--- src/rtl/spwm_pkg.sv ---
package spwm_pkg;
  localparam int unsigned N_STOP    = 3;
  localparam int unsigned STOP_RAMP = 0;
  localparam int unsigned STOP_ILIM = 1;
  localparam int unsigned STOP_FLT  = 2;
  typedef logic [N_STOP-1:0] stop_vec_t;
endpackage

--- src/rtl/spwm_phase_toggle.sv ---
module spwm_phase_toggle (
  input  logic clk_i,
  input  logic rst_ni,
  input  logic osc_i,
  output logic fall_o,
  output logic active_o
);
  logic osc_q, tog_q;

  assign fall_o   = osc_q & ~osc_i;
  // period that starts at this fall is active when toggle is about to set
  assign active_o = ~tog_q;

  always_ff @(posedge clk_i or negedge rst_ni) begin
    if (!rst_ni) begin
      osc_q <= 1'b0;
      tog_q <= 1'b0;
    end else begin
      osc_q <= osc_i;
      if (fall_o) tog_q <= ~tog_q;
    end
  end
endmodule

--- src/rtl/spwm_term_latch.sv ---
module spwm_term_latch #(
  parameter int unsigned N = 3
) (
  input  logic         clk_i,
  input  logic         rst_ni,
  input  logic         osc_i,
  input  logic [N-1:0] set_i,
  output logic         any_set_o,
  output logic         term_o
);
  logic [N:0] or_chain;
  logic       term_q;

  assign or_chain[0] = 1'b0;
  for (genvar g = 0; g < N; g++) begin : g_or
    assign or_chain[g+1] = or_chain[g] | set_i[g];
  end
  assign any_set_o = or_chain[N];
  assign term_o    = term_q;

  always_ff @(posedge clk_i or negedge rst_ni) begin
    if (!rst_ni)        term_q <= 1'b0;
    else if (osc_i)     term_q <= 1'b0;
    else if (any_set_o) term_q <= 1'b1;
  end
endmodule

--- src/rtl/single_pulse_pwm.sv ---
module single_pulse_pwm
  import spwm_pkg::*;
(
  input  logic clk_i,
  input  logic rst_ni,
  input  logic osc_pulse_i,
  input  logic ramp_cross_i,
  input  logic ilim_i,
  input  logic fault_hold_i,
  input  logic enable_i,
  output logic drive_o
);
  stop_vec_t stop_vec;
  logic fall, active, any_stop, term, enable_q_kill, drive_d, drive_q;

  assign stop_vec[STOP_RAMP] = ramp_cross_i;
  assign stop_vec[STOP_ILIM] = ilim_i;
  assign stop_vec[STOP_FLT]  = fault_hold_i;

  spwm_phase_toggle u_phase (
    .clk_i   (clk_i),
    .rst_ni  (rst_ni),
    .osc_i   (osc_pulse_i),
    .fall_o  (fall),
    .active_o(active)
  );

  // disable counts as a stop source for the latch so a re-enable cannot restart
  assign enable_q_kill = ~enable_i;

  spwm_term_latch #(.N(N_STOP + 1)) u_term (
    .clk_i    (clk_i),
    .rst_ni   (rst_ni),
    .osc_i    (osc_pulse_i),
    .set_i    ({enable_q_kill, stop_vec}),
    .any_set_o(any_stop),
    .term_o   (term)
  );

  always_comb begin
    if (osc_pulse_i || any_stop || term) drive_d = 1'b0;
    else if (fall)                       drive_d = active;
    else                                 drive_d = drive_q;
  end

  always_ff @(posedge clk_i or negedge rst_ni) begin
    if (!rst_ni) drive_q <= 1'b0;
    else         drive_q <= drive_d;
  end

  assign drive_o = drive_q;
endmodule

--- config.mk ---
export PLATFORM = sky130hd
export DESIGN_NAME = single_pulse_pwm
export DESIGN_NICKNAME = d
export VERILOG_FILES = /design/src/rtl/spwm_pkg.sv /design/src/rtl/spwm_phase_toggle.sv /design/src/rtl/spwm_term_latch.sv /design/src/rtl/single_pulse_pwm.sv
export SDC_FILE = /design/constraint.sdc
export NUM_CORES = 1
export LEC_CHECK = 0
export CAP_MARGIN = 20
export CORE_AREA = 2 2 39 41
export DETAILED_ROUTE_END_ITERATION = 6
export DIE_AREA = 0 0 41 43
export PLACE_DENSITY_LB_ADDON = 0.05
export SKIP_LAST_GASP = 1
export SLEW_MARGIN = 10
export SYNTH_ARGS = -nofsm -noshare
export SYNTH_HDL_FRONTEND = slang
export SYNTH_HIERARCHICAL = 1
export SYNTH_SLANG_ARGS = --single-unit
--- constraint.sdc ---
create_clock -name clk_i -period 2.4 [get_ports clk_i]
set_input_delay 0.24 -clock clk_i [delete_from_list [all_inputs] [get_ports clk_i]]
set_output_delay 0.24 -clock clk_i [all_outputs]
set_load 0.01 [all_outputs]
Word-level counts from Yosys, hierarchy flattened
Index checks and enable logic that the tools add are counted.
- register bits: 4
- logic and storage cells: 19
- mux-type cells: 4
- bitwise logic cells: 7
- reductions and logical operators: 4
- operators with widths (operator ; count):
    1-bit 2-to-1 mux ; 4
    2-bit nonzero test ; 2
    1-bit NOT ; 3
    1-bit bitwise OR ; 3
    1-bit logical OR ; 2
    1-bit AND ; 1

Depth between registers and ports, before layout
Gate-level depths: netlist (run 1).
- depth after elaboration: 6
- depth in mapped cells: 3
- mapped depth without buffers: 3

Hierarchy
The synthesis (run 1) kept the hierarchy.
- by module, submodules not included (module ; times used ; cells each ; area each (um^2)):
    spwm_phase_toggle ; 1 ; 5 ; 76.3
    single_pulse_pwm ; 1 ; 4 ; 51.3
    spwm_term_latch ; 1 ; 3 ; 46.3

Worst setup path after synthesis (run 1)
OpenSTA, ideal clock, no wires.
- path kind: input to register
- start: input port ilim_i
- end: register drive_q (netlist: drive_o)
- arrival time: 1011 ps
- required time: 2304 ps
- setup slack: 1293 ps
- stages: 2
- path through: or4_4 > nor4_2
- cells in the longest elaborated chain, start to end: 6
- elaborated cells between the ends (all ways): 7
- those cells by class: mux (1); bitwise (3); reduce/logical (3)
- ends and longest elaborated chain (item ; line ; text):
    from (decl) ; single_pulse_pwm.sv:8 ; input logic ilim_i,
    1-bit bitwise OR * (3 in series) ; spwm_term_latch.sv:16 ; assign or_chain[g+1] = or_chain[g] | set_i[g];
    1-bit logical OR * (2 in series) ; single_pulse_pwm.sv:41 ; if (osc_pulse_i || any_stop || term) drive_d = 1'b0;
    1-bit 2-to-1 mux / 2-bit nonzero test (equally long branches) ; - ;
    to (signal assigned) ; single_pulse_pwm.sv:48 ; else drive_q <= drive_d;
    to (decl) ; single_pulse_pwm.sv:14 ; logic fall, active, any_stop, term, enable_q_kill, drive_d, drive_q;
Mark *: on every way between the ends. The rest lies on a longest branch, timed or not.
A chain may end at the register's enable or synchronous reset.

Worst setup path in the final report (run 1)
- start: register drive_q (netlist: drive_o)
- end: output port drive_o
- RTL lines (item ; line ; text):
    to (decl) ; single_pulse_pwm.sv:11 ; output logic drive_o
No word-level cell between the ends.

==> out/results.tsv, run 1 <==
stage	metric	value	unit
global_routing	pin count of the biggest net entering global routing	5	
clock_tree	Worst-Skew Late Latency	0.23	ns
route	DRT Pass-1 Iters	2	
timing	# setup viols final	0	
yosys	top cells by area in the synthesized netlist	dfrtp_1 58%, nor2b_4 7.9%, nor4_2 7.2%	
route	Vias per Instance	3.24	
yosys	Post-Syn Area	174	sq um
yosys	Synth area leader	dfrtp_1	
die	starting density of the core	12.6	%
timing	clk_skew	0.000410	ns
setup_path	Worst setup SP type	flip-flop	
timing	minimum clock period	1.34	ns
layout	most common library cell in the layout ignoring fill and taps	clkdlybuf4s50_1	
timing	crit share post-route	55.9	%
setup_path	critical path class	reg2out	
global_routing	total gr overflow	0	
yosys	top-area cell type share of the netlist area	57.6	%
clock_tree	htree depth	1	
setup_path	CP cell instances	clkdlybuf4s50_1	
flow_run	Maximum Capacitance Violations	0	
layout	area grow syn2layout	64.7	%
die	DIE WIDTH	41	microns
setup_path	crit-path max FO	2	
clock_tree	Clock Tree Buf Depth	2	
timing	Slew Limit Fails	0	
yosys	Avg Inst Size Synth	14.5	sq um
die	IO Pins	8	
clock_tree	CTS buffer count	3	
die	core area	1380	sq um
yosys	Post-Syn Nets	19	
global_routing	vias in the first global route	135	
timing	Sum Neg Setup Slack	0	ns
setup_path	number of cells on the critical path	1	
setup_path	CP endpoint kind	primary output	
setup_path	CP required	2.16	ns
route	Final Routed Wirelength	294	microns
route	DRT iter0 DRCs	8	
global_routing	first-pass GRT wire length	538	microns
die	num rows	14	
clock_tree	CTS tree	yes	
setup_path	r2r worst-path depth	3	
placed_design	RePlAce Congestion	0.622	
power	total power	0.200	mW
status	status	completed	
yosys	Unique masters post-synth	8	
setup_path	slowest stage delay, CP	0.53	ns
power	peak supply drop	0.399	mV
layout	layout cells sized above 1	27.3	%
clock_tree	clock slew at reported path FFs	0.04	ns
clock_tree	hold buffers post-CTS	0	
die	Die ar.	1760	sq um
setup_path	CP max stage cell	clkdlybuf4s50_1	
layout	final antenna diode count	0	
layout	Final nets	31	
route	Routed Antenna Nets	0	
layout	Fillers	153	
placed_design	Port Buffers	7	
placed_design	hpwl dp	238	microns
hold_path	HP Class	in2async	
clock_tree	postcts setup bufs	0	
timing	Slew @ Worst Pin	0.207	ns
clock_tree	cts repair resizes	0	
die	Chip Height	43	microns
layout	final std cells w/o fill	38	
timing	RSZ-0062 raised after global routing	no	
setup_path	Worst path top cell family by delay	buffers and inverters	
timing	Slew headroom	86.1	%
timing	Hold Violations, Final	0	
power	PwrDens	696	nW/um^2
timing	Fmax achieved	745	MHz
route	DRC Markers	0	
yosys	Synth Register Bits	4	
global_routing	global-route usage over all layers	5.44	%
layout	most frequent cells in the layout	7 x clkdlybuf4s50_1, 4 x dfrtp_1, 3 x clkbuf_4	
route	vias	123	
clock_tree	# clock sinks	4	
power	Leak Pwr	0.121	nW
yosys	Synth Warn #	6	
placed_design	Placed Cells	35	
setup_path	crit path DAT	1.10	ns
route	post-DR wirelength/cell	7.74	microns
clock_tree	Root Buffer	clkbuf_4	
setup_path	Buf/Inv on CP	1	
global_routing	initial antenna violation count	0	
yosys	Synth Instances	12	
yosys	Seq/Total Area, Yosys	57.6	%
[worst paths after layout]
kind / start / end / slack (ns)
max in group asynchronous: rst_ni / u_term/term_o / 2.01
worst max-delay path: drive_o / drive_o / 1.06
worst min register to register: u_term/term_o / drive_o / 0.44
min in group clk_i: u_term/term_o / drive_o / 0.44
worst max register to register: u_phase/osc_q / drive_o / 1.54
worst min-delay path: rst_ni / u_phase/tog_q / 0.22
[where the power goes]
part	leakage, nW	switching (mW)	internal [mW]
Clock	0.0138	0.0285	0.0560
Sequential	0.0490	0.00290	0.0783
Combinational	0.0578	0.0136	0.0202
Total	0.121	0.0450	0.154
[layout make-up]
| class | count | area, sq um | area share [%] |
|---|---|---|---|
| clock buffers | 3 | 22.5 | 7.86 |
| inverters | 2 | 7.51 | 2.62 |
| flip-flops and latches | 4 | 100 | 34.9 |
| repair buffers | 7 | 70.1 | 24.5 |
| well taps | 16 | 20.0 | 6.99 |
| multi-input cells | 6 | 66.3 | 23.1 |
[state kept, by name (all words and copies together), names as in the netlist]
| register | count |
|---|---|
| drive_o | 1 |
| u_phase/osc_q | 1 |
| u_phase/tog_q | 1 |
| u_term/term_o | 1 |
[cell families after synthesis]
logic type                share of synthesized area [%]
DFF                                                57.6
muxes                                              5.76
buffers and inverters                              4.32
xor gates and xnor gates                           5.04
AOI/OAI and AO/OA                                  5.76
and+or+nand+nor                                    21.6
[metal layers]
metal	track usage, %	wire length (microns)	vias to the layer above
met1	4.87	144	56
met3	7.85	27	0
met5	0	0	-
met4	2.00	0	0
met2	6.56	121	7
li1	-	-	60
[stage by stage]
stage	utilization (%)	cell area [sq um]	worst slack, ns	hold WS [ns]
after global routing	20.7	287	1.01	0.217
after floorplan	-	174	1.29	-0.0556
after detailed placement	19.1	264	0.811	0.439
final	20.7	287	1.06	0.216
after global placement	19.1	264	0.815	0.440
after CTS	20.7	287	1.04	0.211
[synthesized netlist by cell type]
library cell	count
inv_1	2
o21ba_1	1
mux2i_1	1
nor2b_4	1
xnor2_1	1
nor4_2	1
or4_4	1
dfrtp_1	4
Note: power is estimated with default switching activity, not from simulation.
==> run 2, diff against run 1 <==
==> constraint.sdc (replaced) <==
create_clock -name clk_i -period 1.31 [get_ports clk_i]
set_input_delay 0.131 -clock clk_i [delete_from_list [all_inputs] [get_ports clk_i]]
set_output_delay 0.131 -clock clk_i [all_outputs]
set_load 0.01 [all_outputs]
==> out/results.tsv, run 2 (synthesis results as in run 1) <==
stage	metric	value	unit
die	DIE WIDTH	41	microns
timing	Slew @ Worst Pin	0.176	ns
clock_tree	htree depth	1	
timing	Fmax achieved	810	MHz
clock_tree	Clock Tree Buf Depth	2	
placed_design	Placed Area	272	sq um
global_routing	met1 Use GR	5.54	%
global_routing	global-route usage over all layers	5.44	%
layout	area grow syn2layout	69.1	%
die	Die ar.	1760	sq um
layout	Final nets	32	
hold_path	HP Class	in2async	
route	DRC Markers	0	
route	DRT iter0 DRCs	0	
layout	most frequent cells in the layout	7 x clkdlybuf4s50_1, 4 x dfrtp_1, 3 x clkbuf_4	
status	status	completed	
setup_path	slowest stage delay, CP	0.48	ns
global_routing	vias in the first global route	140	
setup_path	CP cell instances	clkdlybuf4s50_1 -> inv_1 -> or4_4 -> nor4_2	
timing	Sum Neg Setup Slack	0	ns
route	Final Routed Wirelength	315	microns
setup_path	CP endpoint kind	flip-flop	
clock_tree	# clock sinks	4	
placed_design	Placed Cells	36	
layout	most common library cell in the layout ignoring fill and taps	clkdlybuf4s50_1	
global_routing	met3 Resource Use GR	3.14	%
setup_path	crit-path max FO	2	
power	PwrDens	1230	nW/um^2
clock_tree	postcts setup bufs	0	
power	Switching Fraction	21.5	%
die	core area	1380	sq um
global_routing	total gr overflow	0	
setup_path	Buf/Inv on CP	2	
placed_design	Port Buffers	7	
layout	Fillers	153	
route	DRT Pass-1 Iters	1	
power	clock network power share	40.7	%
placed_design	RePlAce Congestion	0.576	
layout	final antenna diode count	0	
power	total power	0.362	mW
clock_tree	cts repair resizes	0	
clock_tree	clock slew at reported path FFs	0.04	ns
global_routing	gr busiest metal	met4	
setup_path	critical path class	in2reg	
global_routing	GR Util met2	5.94	%
setup_path	r2r worst-path depth	3	
route	vias	135	
die	Chip Height	43	microns
timing	Slew Limit Fails	0	
route	post-DR wirelength/cell	8.08	microns
route	Routed Antenna Nets	0	
clock_tree	Root Buffer	clkbuf_4	
power	NetSw	0.0778	mW
timing	crit share post-route	94.3	%
timing	Slew headroom	88.0	%
power	Comb pwr share	18.2	%
power	Leak Pwr	0.125	nW
global_routing	pin count of the biggest net entering global routing	5	
global_routing	first-pass GRT wire length	524	microns
timing	RSZ-0062 raised after global routing	no	
clock_tree	CTS buffer count	3	
global_routing	initial antenna violation count	0	
power	P_int	0.285	mW
setup_path	Worst setup SP type	input port	
timing	# setup viols final	0	
setup_path	CP required	1.44	ns
clock_tree	hold buffers post-CTS	0	
setup_path	Worst path top cell family by delay	simple AND/OR/NAND/NOR gates	
flow_run	Maximum Capacitance Violations	0	
route	Vias per Instance	3.46	
die	starting density of the core	12.6	%
die	num rows	14	
setup_path	crit path DAT	1.37	ns
timing	final worst setup slack	0.0750	ns
die	IO Pins	8	
timing	minimum clock period	1.23	ns
placed_design	post-place setup slack	-0.180	ns
timing	clk_skew	0.00255	ns
layout	layout cells sized above 1	30.4	%
power	peak supply drop	0.327	mV
timing	Hold Violations, Final	0	
layout	post-route cell area	294	sq um
clock_tree	Worst-Skew Late Latency	0.23	ns
setup_path	number of cells on the critical path	4	
clock_tree	CTS tree	yes	
layout	final std cells w/o fill	39	
setup_path	CP max stage cell	or4_4	
power	Sequential Power Share	41.1	%
==> run 2: area by class of cell <==
| type | count | area (sq um) | share of cell area [%] |
|---|---|---|---|
| Clock buffer | 3 | 22.5 | 7.66 |
| Timing Repair Buffer | 8 | 77.6 | 26.4 |
| Tap cell | 16 | 20.0 | 6.81 |
| Multi-Input combinational cell | 6 | 66.3 | 22.6 |
| Sequential cell | 4 | 100 | 34.0 |
| Inverter | 2 | 7.51 | 2.55 |
==> run 2: worst register-to-register path, stage by stage, from the launching register on <==
cell	delay [ns]
dfrtp_1	0.31
nor2b_4	0.16
mux2i_1	0.23
nor4_2	0.05
==> run 2: metal layers <==
metal  share of wire, %  up-vias
li1                   -       62
met1                 39       62
met2                 47        9
met3                8.9        2
met4                4.4        0
met5                  0        -
==> run 2: worst paths after layout <==
check,start,endpoint,slack (ns)
min reg2reg,u_term/term_o,drive_o,0.45
min,rst_ni,u_term/term_o,0.11
min in group clk_i,u_term/term_o,drive_o,0.45
max in group asynchronous,rst_ni,u_phase/tog_q,1.03
max,enable_i,drive_o,0.08
max reg2reg,u_phase/osc_q,drive_o,0.43
==> run 2: metrics by stage <==
stage                     util [%]  hold slack [ns]
after floorplan                  -           -0.165
after global placement        19.6            0.359
after detailed placement      19.6            0.357
after CTS                     21.2            0.108
after global routing          21.2            0.124
final                         21.2            0.106
==> run 2: power groups by stage <==
| stage | clock (mW) | combinational [mW] | sequential, mW |
|---|---|---|---|
| after global placement | 0 | 0.0654 | 0.150 |
| after CTS | 0.157 | 0.0685 | 0.149 |
| after global routing | 0.165 | 0.0748 | 0.150 |
| after floorplan | 0 | 0.0369 | 0.149 |
| after detailed placement | 0 | 0.0680 | 0.151 |
| final | 0.148 | 0.0660 | 0.149 |
